`config.mk`:
```
export PLATFORM = sky130hd
export DESIGN_NAME = aer_proj_ctrl
export DESIGN_NICKNAME = d
export VERILOG_FILES = /design/src/rtl/aer_pf_pkg.sv /design/src/rtl/aer_ev_port.sv /design/src/rtl/aer_field_place.sv /design/src/rtl/aer_row_shift.sv /design/src/rtl/aer_proj_ctrl.sv
export SDC_FILE = /design/constraint.sdc
export NUM_CORES = 1
export LEC_CHECK = 0
export ABC_AREA = 1
export BUFFER_PORTS_ARGS = -buffer_cell sky130_fd_sc_hd__buf_2
export CORE_MARGIN = 5
export CORE_UTILIZATION = 53
export DETAILED_ROUTE_END_ITERATION = 6
export PLACE_DENSITY = 0.88
export SYNTH_ARGS = -nofsm -noshare
export SYNTH_HDL_FRONTEND = slang
export SYNTH_SLANG_ARGS = --single-unit
```
`constraint.sdc`:
```
create_clock -name clk_i -period 3.42 [get_ports clk_i]
set_input_delay 0 -clock clk_i [delete_from_list [all_inputs] [get_ports clk_i]]
set_output_delay 0 -clock clk_i [all_outputs]
set_load 0.02 [all_outputs]
```
`src/rtl/aer_pf_pkg.sv`:
```
package aer_pf_pkg;
  typedef enum logic [2:0] {
    ST_IDLE  = 3'd0,
    ST_PLACE = 3'd1,
    ST_READ  = 3'd2,
    ST_WRITE = 3'd3,
    ST_FIRE  = 3'd4
  } pf_state_e;
endpackage

```
`src/rtl/aer_ev_port.sv`:
```
module aer_ev_port #(
  parameter int ADDR_W = 7
) (
  input  logic              clk_i,
  input  logic              rst_ni,
  input  logic              req_i,
  input  logic [ADDR_W-1:0] x_i,
  input  logic [ADDR_W-1:0] y_i,
  input  logic              sign_i,
  input  logic              ready_i,
  output logic              accept_o,
  output logic              ack_o,
  output logic [ADDR_W-1:0] x_o,
  output logic [ADDR_W-1:0] y_o,
  output logic              sign_o
);
  logic ack_q;

  assign accept_o = ready_i & req_i & ~ack_q;
  assign ack_o    = ack_q;

  always_ff @(posedge clk_i or negedge rst_ni) begin
    if (!rst_ni) begin
      ack_q  <= 1'b0;
      x_o    <= '0;
      y_o    <= '0;
      sign_o <= 1'b0;
    end else begin
      if (accept_o) begin
        ack_q  <= 1'b1;
        x_o    <= x_i;
        y_o    <= y_i;
        sign_o <= sign_i;
      end else if (!req_i) begin
        ack_q <= 1'b0;
      end
    end
  end
endmodule

```
`src/rtl/aer_field_place.sv`:
```
module aer_field_place #(
  parameter int ADDR_W  = 7,
  parameter int ARR_LOG = 5,
  parameter int KW_W    = 6,
  localparam int OFF_W  = ADDR_W + 2,
  localparam int ARR_N  = 1 << ARR_LOG
) (
  input  logic [ADDR_W-1:0]       ev_x_i,
  input  logic [ADDR_W-1:0]       ev_y_i,
  input  logic [ADDR_W-1:0]       org_x_i,
  input  logic [ADDR_W-1:0]       org_y_i,
  input  logic [KW_W-1:0]         kw_i,
  input  logic [KW_W-1:0]         kh_i,
  output logic signed [OFF_W-1:0] row_off_o,
  output logic signed [OFF_W-1:0] col_off_o,
  output logic [ARR_LOG-1:0]      first_row_o,
  output logic [ARR_LOG-1:0]      last_row_o,
  output logic                    miss_o
);
  localparam logic signed [OFF_W-1:0] LAST = OFF_W'(ARR_N - 1);

  logic [KW_W-1:0]         hx_u, hy_u;
  logic signed [OFF_W-1:0] rs, cs, re, ce;

  // low-side half span; even sizes lean to the high side
  assign hx_u = (kw_i - KW_W'(1)) >> 1;
  assign hy_u = (kh_i - KW_W'(1)) >> 1;

  assign rs = $signed(OFF_W'(ev_y_i)) - $signed(OFF_W'(hy_u)) - $signed(OFF_W'(org_y_i));
  assign cs = $signed(OFF_W'(ev_x_i)) - $signed(OFF_W'(hx_u)) - $signed(OFF_W'(org_x_i));
  assign re = rs + $signed(OFF_W'(kh_i)) - $signed(OFF_W'(1));
  assign ce = cs + $signed(OFF_W'(kw_i)) - $signed(OFF_W'(1));

  assign row_off_o   = rs;
  assign col_off_o   = cs;
  assign miss_o      = (re < 0) || (rs > LAST) || (ce < 0) || (cs > LAST);
  assign first_row_o = (rs < 0) ? '0 : rs[ARR_LOG-1:0];
  assign last_row_o  = (re > LAST) ? LAST[ARR_LOG-1:0] : re[ARR_LOG-1:0];
endmodule

```
`src/rtl/aer_row_shift.sv`:
```
module aer_row_shift #(
  parameter int ARR_N = 32,
  parameter int KMAX  = 32,
  parameter int WB    = 4,
  parameter int OFF_W = 9,
  parameter int KW_W  = 6,
  localparam int KI_W = $clog2(KMAX)
) (
  input  logic [KMAX*WB-1:0]      krow_i,
  input  logic signed [OFF_W-1:0] col_off_i,
  input  logic [KW_W-1:0]         kw_i,
  output logic [ARR_N*WB-1:0]     prow_o
);
  for (genvar c = 0; c < ARR_N; c++) begin : g_col
    logic signed [OFF_W:0] idx;
    logic [KI_W-1:0]       idx_u;
    logic                  in_k;
    assign idx   = $signed((OFF_W+1)'(c)) - $signed({col_off_i[OFF_W-1], col_off_i});
    assign idx_u = idx[KI_W-1:0];
    assign in_k  = (idx >= 0) && (idx < $signed((OFF_W+1)'(kw_i)));
    assign prow_o[c*WB +: WB] = in_k ? krow_i[WB*int'(idx_u) +: WB] : '0;
  end
endmodule

```
`src/rtl/aer_proj_ctrl.sv`:
```
module aer_proj_ctrl #(
  parameter int ADDR_W     = 7,
  parameter int ARR_LOG    = 5,
  parameter int KMAX       = 32,
  parameter int WB         = 4,
  parameter int STROBE_LEN = 2,
  localparam int ARR_N     = 1 << ARR_LOG,
  localparam int KW_W      = $clog2(KMAX) + 1,
  localparam int KR_W      = $clog2(KMAX),
  localparam int OFF_W     = ADDR_W + 2,
  localparam int STB_W     = $clog2(STROBE_LEN + 1)
) (
  input  logic                clk_i,
  input  logic                rst_ni,
  input  logic                ev_req_i,
  input  logic [ADDR_W-1:0]   ev_x_i,
  input  logic [ADDR_W-1:0]   ev_y_i,
  input  logic                ev_sign_i,
  output logic                ev_ack_o,
  input  logic [ADDR_W-1:0]   cfg_org_x_i,
  input  logic [ADDR_W-1:0]   cfg_org_y_i,
  input  logic [KW_W-1:0]     cfg_kw_i,
  input  logic [KW_W-1:0]     cfg_kh_i,
  output logic                kmem_rd_o,
  output logic [KR_W-1:0]     kmem_row_o,
  input  logic [KMAX*WB-1:0]  kmem_data_i,
  output logic                pix_we_o,
  output logic [ARR_LOG-1:0]  pix_row_o,
  output logic [ARR_N*WB-1:0] pix_data_o,
  output logic [OFF_W-1:0]    col_shift_o,
  output logic                strobe_pos_o,
  output logic                strobe_neg_o
);
  import aer_pf_pkg::*;

  pf_state_e               state_q;
  logic                    accept;
  logic [ADDR_W-1:0]       lx, ly;
  logic                    lsign;
  logic signed [OFF_W-1:0] p_row_off, p_col_off;
  logic [ARR_LOG-1:0]      p_first, p_last;
  logic                    p_miss;
  logic signed [OFF_W-1:0] row_off_q, col_off_q;
  logic [ARR_LOG-1:0]      row_q, last_q;
  logic [STB_W-1:0]        stb_q;
  logic signed [OFF_W-1:0] krow_s;

  aer_ev_port #(.ADDR_W(ADDR_W)) u_port (
    .clk_i   (clk_i),
    .rst_ni  (rst_ni),
    .req_i   (ev_req_i),
    .x_i     (ev_x_i),
    .y_i     (ev_y_i),
    .sign_i  (ev_sign_i),
    .ready_i (state_q == ST_IDLE),
    .accept_o(accept),
    .ack_o   (ev_ack_o),
    .x_o     (lx),
    .y_o     (ly),
    .sign_o  (lsign)
  );

  aer_field_place #(.ADDR_W(ADDR_W), .ARR_LOG(ARR_LOG), .KW_W(KW_W)) u_place (
    .ev_x_i     (lx),
    .ev_y_i     (ly),
    .org_x_i    (cfg_org_x_i),
    .org_y_i    (cfg_org_y_i),
    .kw_i       (cfg_kw_i),
    .kh_i       (cfg_kh_i),
    .row_off_o  (p_row_off),
    .col_off_o  (p_col_off),
    .first_row_o(p_first),
    .last_row_o (p_last),
    .miss_o     (p_miss)
  );

  aer_row_shift #(.ARR_N(ARR_N), .KMAX(KMAX), .WB(WB), .OFF_W(OFF_W), .KW_W(KW_W)) u_shift (
    .krow_i   (kmem_data_i),
    .col_off_i(col_off_q),
    .kw_i     (cfg_kw_i),
    .prow_o   (pix_data_o)
  );

  always_ff @(posedge clk_i or negedge rst_ni) begin
    if (!rst_ni) begin
      state_q   <= ST_IDLE;
      row_off_q <= '0;
      col_off_q <= '0;
      row_q     <= '0;
      last_q    <= '0;
      stb_q     <= '0;
    end else begin
      unique case (state_q)
        ST_IDLE:  if (accept) state_q <= ST_PLACE;
        ST_PLACE: begin
          row_off_q <= p_row_off;
          col_off_q <= p_col_off;
          row_q     <= p_first;
          last_q    <= p_last;
          state_q   <= p_miss ? ST_IDLE : ST_READ;
        end
        ST_READ:  state_q <= ST_WRITE;
        ST_WRITE: begin
          if (row_q == last_q) begin
            stb_q   <= '0;
            state_q <= ST_FIRE;
          end else begin
            row_q   <= row_q + ARR_LOG'(1);
            state_q <= ST_READ;
          end
        end
        ST_FIRE: begin
          stb_q <= stb_q + STB_W'(1);
          if (stb_q == STB_W'(STROBE_LEN - 1)) state_q <= ST_IDLE;
        end
        default: state_q <= ST_IDLE;
      endcase
    end
  end

  assign krow_s       = $signed(OFF_W'(row_q)) - row_off_q;
  assign kmem_row_o   = krow_s[KR_W-1:0];
  assign kmem_rd_o    = (state_q == ST_READ);
  assign pix_we_o     = (state_q == ST_WRITE);
  assign pix_row_o    = row_q;
  assign col_shift_o  = col_off_q;
  assign strobe_pos_o = (state_q == ST_FIRE) & ~lsign;
  assign strobe_neg_o = (state_q == ST_FIRE) &  lsign;
endmodule

```
==> run_results.csv <==
group,metric,value,unit
clock_network,root_buffer,"clkbuf_16",
floorplanning,io_pins,324,
synth,synthFlopType,"dfrtp_1",
cells_and_area,diodes,0,
clock_network,cts_htree_levels,2,
critical_path,rr_worst_depth,25,
synth,yosysTopAreaCellShare,0.2283,
critical_path,arrival,4.13,ns
synth,ys_seq_area_frac,0.06801,
cells_and_area,syn_to_final_growth,20.83,%
synth,mappedNetlistArea,0.01656,mm2
floorplanning,die_h,186.8,um
critical_path,worst_ep_required_time,3.65,ns
drt,routed_via_density,5.835,
cells_and_area,final_area,0.02001,mm2
floorplanning,core_area,0.03075,mm2
synth,synth_area_leader_cell,"nand2_1",
hold_path,whs_path_depth,3,
clock_network,cts_sinks,45,
clock_network,cts_tree,"yes",
synth,yosys-top-cells-area,"nand2_1 (23%), o21ai_0 (13%), ha_1 (13%)",
drt,vias,21770,
hold_path,hold_end,"col_shift_o[0]",
global_routing,track_usage,0.3739,
synth,yosys_warnings,0,
clock_network,clock_path_buffers,2,
cells_and_area,multiInputGateArea,0.01386,mm2
cells_and_area,layout.nets,3686,
global_routing,first_global_vias,19700,
synth,syn_avg_cell_area,5.588,um2
sta,fin_ws,-0.4796,ns
synth,synth.distinct_cells,62,
sta,rsz0062_at_grt,"yes",
clock_network,cts_buffers,5,
sta,fin_crit,3.900,ns
synth,yosys-top-cells-count,"nand2_1 (1007), o21ai_0 (445), inv_1 (306), nor2_1 (202), ha_1 (174)",
place,portBuffers,323,
clock_network,clk_pin_slew,0.07,ns
floorplanning,die_w,186.8,um
synth,synth-seq-cells,45,
floorplanning,start_util,0.5385,
sta,skew,0.009666,ns
synth,synthArstFlopShare,1.000,
critical_path,cp_max_fo,5,
critical_path,end_kind,"flip-flop",
place,place_congestion,1.080,
critical_path,r2r-end,"last_q[1]",
cells_and_area,register_area,0.001135,mm2
drt,totalWireLength,71100,um
place,dp_hpwl,55770,um
run_status,violations,"design-rule violations, negative setup slack",
critical_path,startpoint_type,"flip-flop",
global_routing,grt_max_degree,165,
drt,drt_iter0_drc,2770,
drt,wl_per_cell,19.06,um
sta,slew_headroom,0.2852,
global_routing,antenna_found_initial,0,
cells_and_area,fill_cells,2839,
clock_network,insertion_delay,0.30,ns
critical_path,r2r_slack,-0.48,ns
critical_path,critPathKind,"reg2reg",
synth,syn_inst,2963,
drt,firstDrtPassIters,7,
drt,postRouteAntennaNets,0,
floorplanning,dieArea,0.03488,mm2
global_routing,grt_pass1_wl,106400,um
synth,syn_nets,3315,
sta,slew_violations,0,
cells_and_area,final_layout_size_suffix_gt1_frac,0.1958,
run_status,status,"finished, violations left",
hold_path,hp-start,"cfg_org_x_i[0]",
place,place_area,0.01921,mm2
global_routing,grt-ovfl-total,0,
sta,hold_violations,0,
drt,remaining_drc_errors,12,
hold_path,hold_class,"in2reg",
sta,setup_viol,10,
sta,post-route-period-util,1.140,
synth,synth.most_common_cell,"nand2_1",
sta,max_freq,256.4,MHz
floorplanning,rows,64,
synth,synth-edff-count,0,
critical_path,r2r-start,"u_port.y_o[0]",
job,maxCapViolCount,0,
sta,tightest_slew,1.072,ns
-- state kept, by name (all words and copies together), names as in the netlist --
signal and cells:
col_shift_o 9, last_q 5, pix_row_o 5, row_off_q 5, state_q 3, stb_q 2
u_port.ack_o 1, u_port.sign_o 1, u_port.x_o 7, u_port.y_o 7
-- layer usage --
metal	vias to the layer above	share of wire	GRT usage
met2	1400	0.45	0.6229
li1	10410	-	-
met3	311	0.11	0.06745
met4	0	0.074	0.2187
met5	-	0	0
met1	9648	0.37	0.4521
-- how the worst max path moves through the flow --
stage,from,endpoint,slack (ns),depth (start not counted)
6_report,u_port.y_o[0],last_q[1],-0.48,25
5_1_grt,u_port.y_o[2],last_q[1],-0.74,26
4_1_cts,u_port.y_o[0],last_q[3],-0.28,23
3_5_place_dp,cfg_kh_i[0],last_q[3],-0.48,26
3_3_place_gp,cfg_kh_i[0],last_q[3],-0.35,26
2_1_floorplan,u_port.y_o[0],last_q[4],-0.14,23
-- through the flow --
step	std cells	hold slack (ns)	utilization	setup TNS, ns	setup slack [ns]
after floorplan	2963	-0.2956	-	-0.8628	-0.1444
after global placement	3690	0.2018	0.6246	-2.055	-0.3516
after detailed placement	3690	0.2053	0.6246	-2.842	-0.4798
after CTS	3722	0.1076	0.6394	-1.599	-0.2769
after global routing	3731	0.1210	0.6507	-5.356	-0.7387
final	3731	0.1092	0.6507	-2.908	-0.4796
-- cells by family (layout without fill, tap and decap cells) --
| family | after synthesis | in the layout | share of synthesized area |
|---|---|---|---|
| buffers and inverters | 474 | 846 | 0.1184 |
| and+or+nand+nor | 1349 | 1349 | 0.3209 |
| DFF | 45 | 45 | 0.06801 |
| adders and majority gates | 180 | 180 | 0.1387 |
| xor gates and xnor gates | 89 | 89 | 0.05546 |
| AOI/OAI and AO/OA | 743 | 743 | 0.2483 |
| muxes | 83 | 83 | 0.05017 |
-- placed cells by master, fill, tap and decap left out, types with 53 or more instances in the layout --
master / n
nand2_1: 999
o21ai_0: 441
buf_2: 323
inv_1: 298
nor2_1: 197
ha_1: 159
buf_4: 157
a21oi_1: 92
mux2i_1: 83
o21ai_1: 64
nand3_1: 61
xor2_1: 53
-- critical path, stage by stage, from the launching register on --
cell and delay (ns):
dfrtp_1 0.39, inv_2 0.08, ha_4 0.14, inv_4 0.04
fa_2 0.58, inv_1 0.06, fa_2 0.39, inv_1 0.13
nand2_2 0.08, nand2_2 0.10, xor2_2 0.18, buf_4 0.15
nand2_1 0.05, nand2_2 0.08, ha_4 0.22, a21oi_1 0.16
nand2_1 0.13, a21oi_2 0.16, nand2_1 0.08, nand2_1 0.07
nand2_1 0.05, nand2_1 0.05, inv_1 0.05, nand2_2 0.07
nand3_4 0.13, a21oi_4 0.19
-- what timing repair did --
action | CTS | global route
resized for setup | 13 | 70
hold buffers | 17 | 0
hold endpoints to repair | 61 | 0
endpoints found under the setup margin | 9 | 96
setup buffers | 7 | 9
pin swaps | 17 | 29
-- final cells by class --
| type | instances | area share |
|---|---|---|
| Multi-Input combinational cell | 2444 | 0.6926 |
| Clock buffer | 6 | 0.006941 |
| Clock inverter | 2 | 0.001876 |
| Tap cell | 396 | 0.02476 |
| Sequential cell | 45 | 0.05672 |
| Inverter | 335 | 0.06372 |
| Timing Repair Buffer | 503 | 0.1533 |
Power is left out: the tool's default activity adds up to more than one toggle a clock period on the data nets, which glitch-free logic cannot reach.
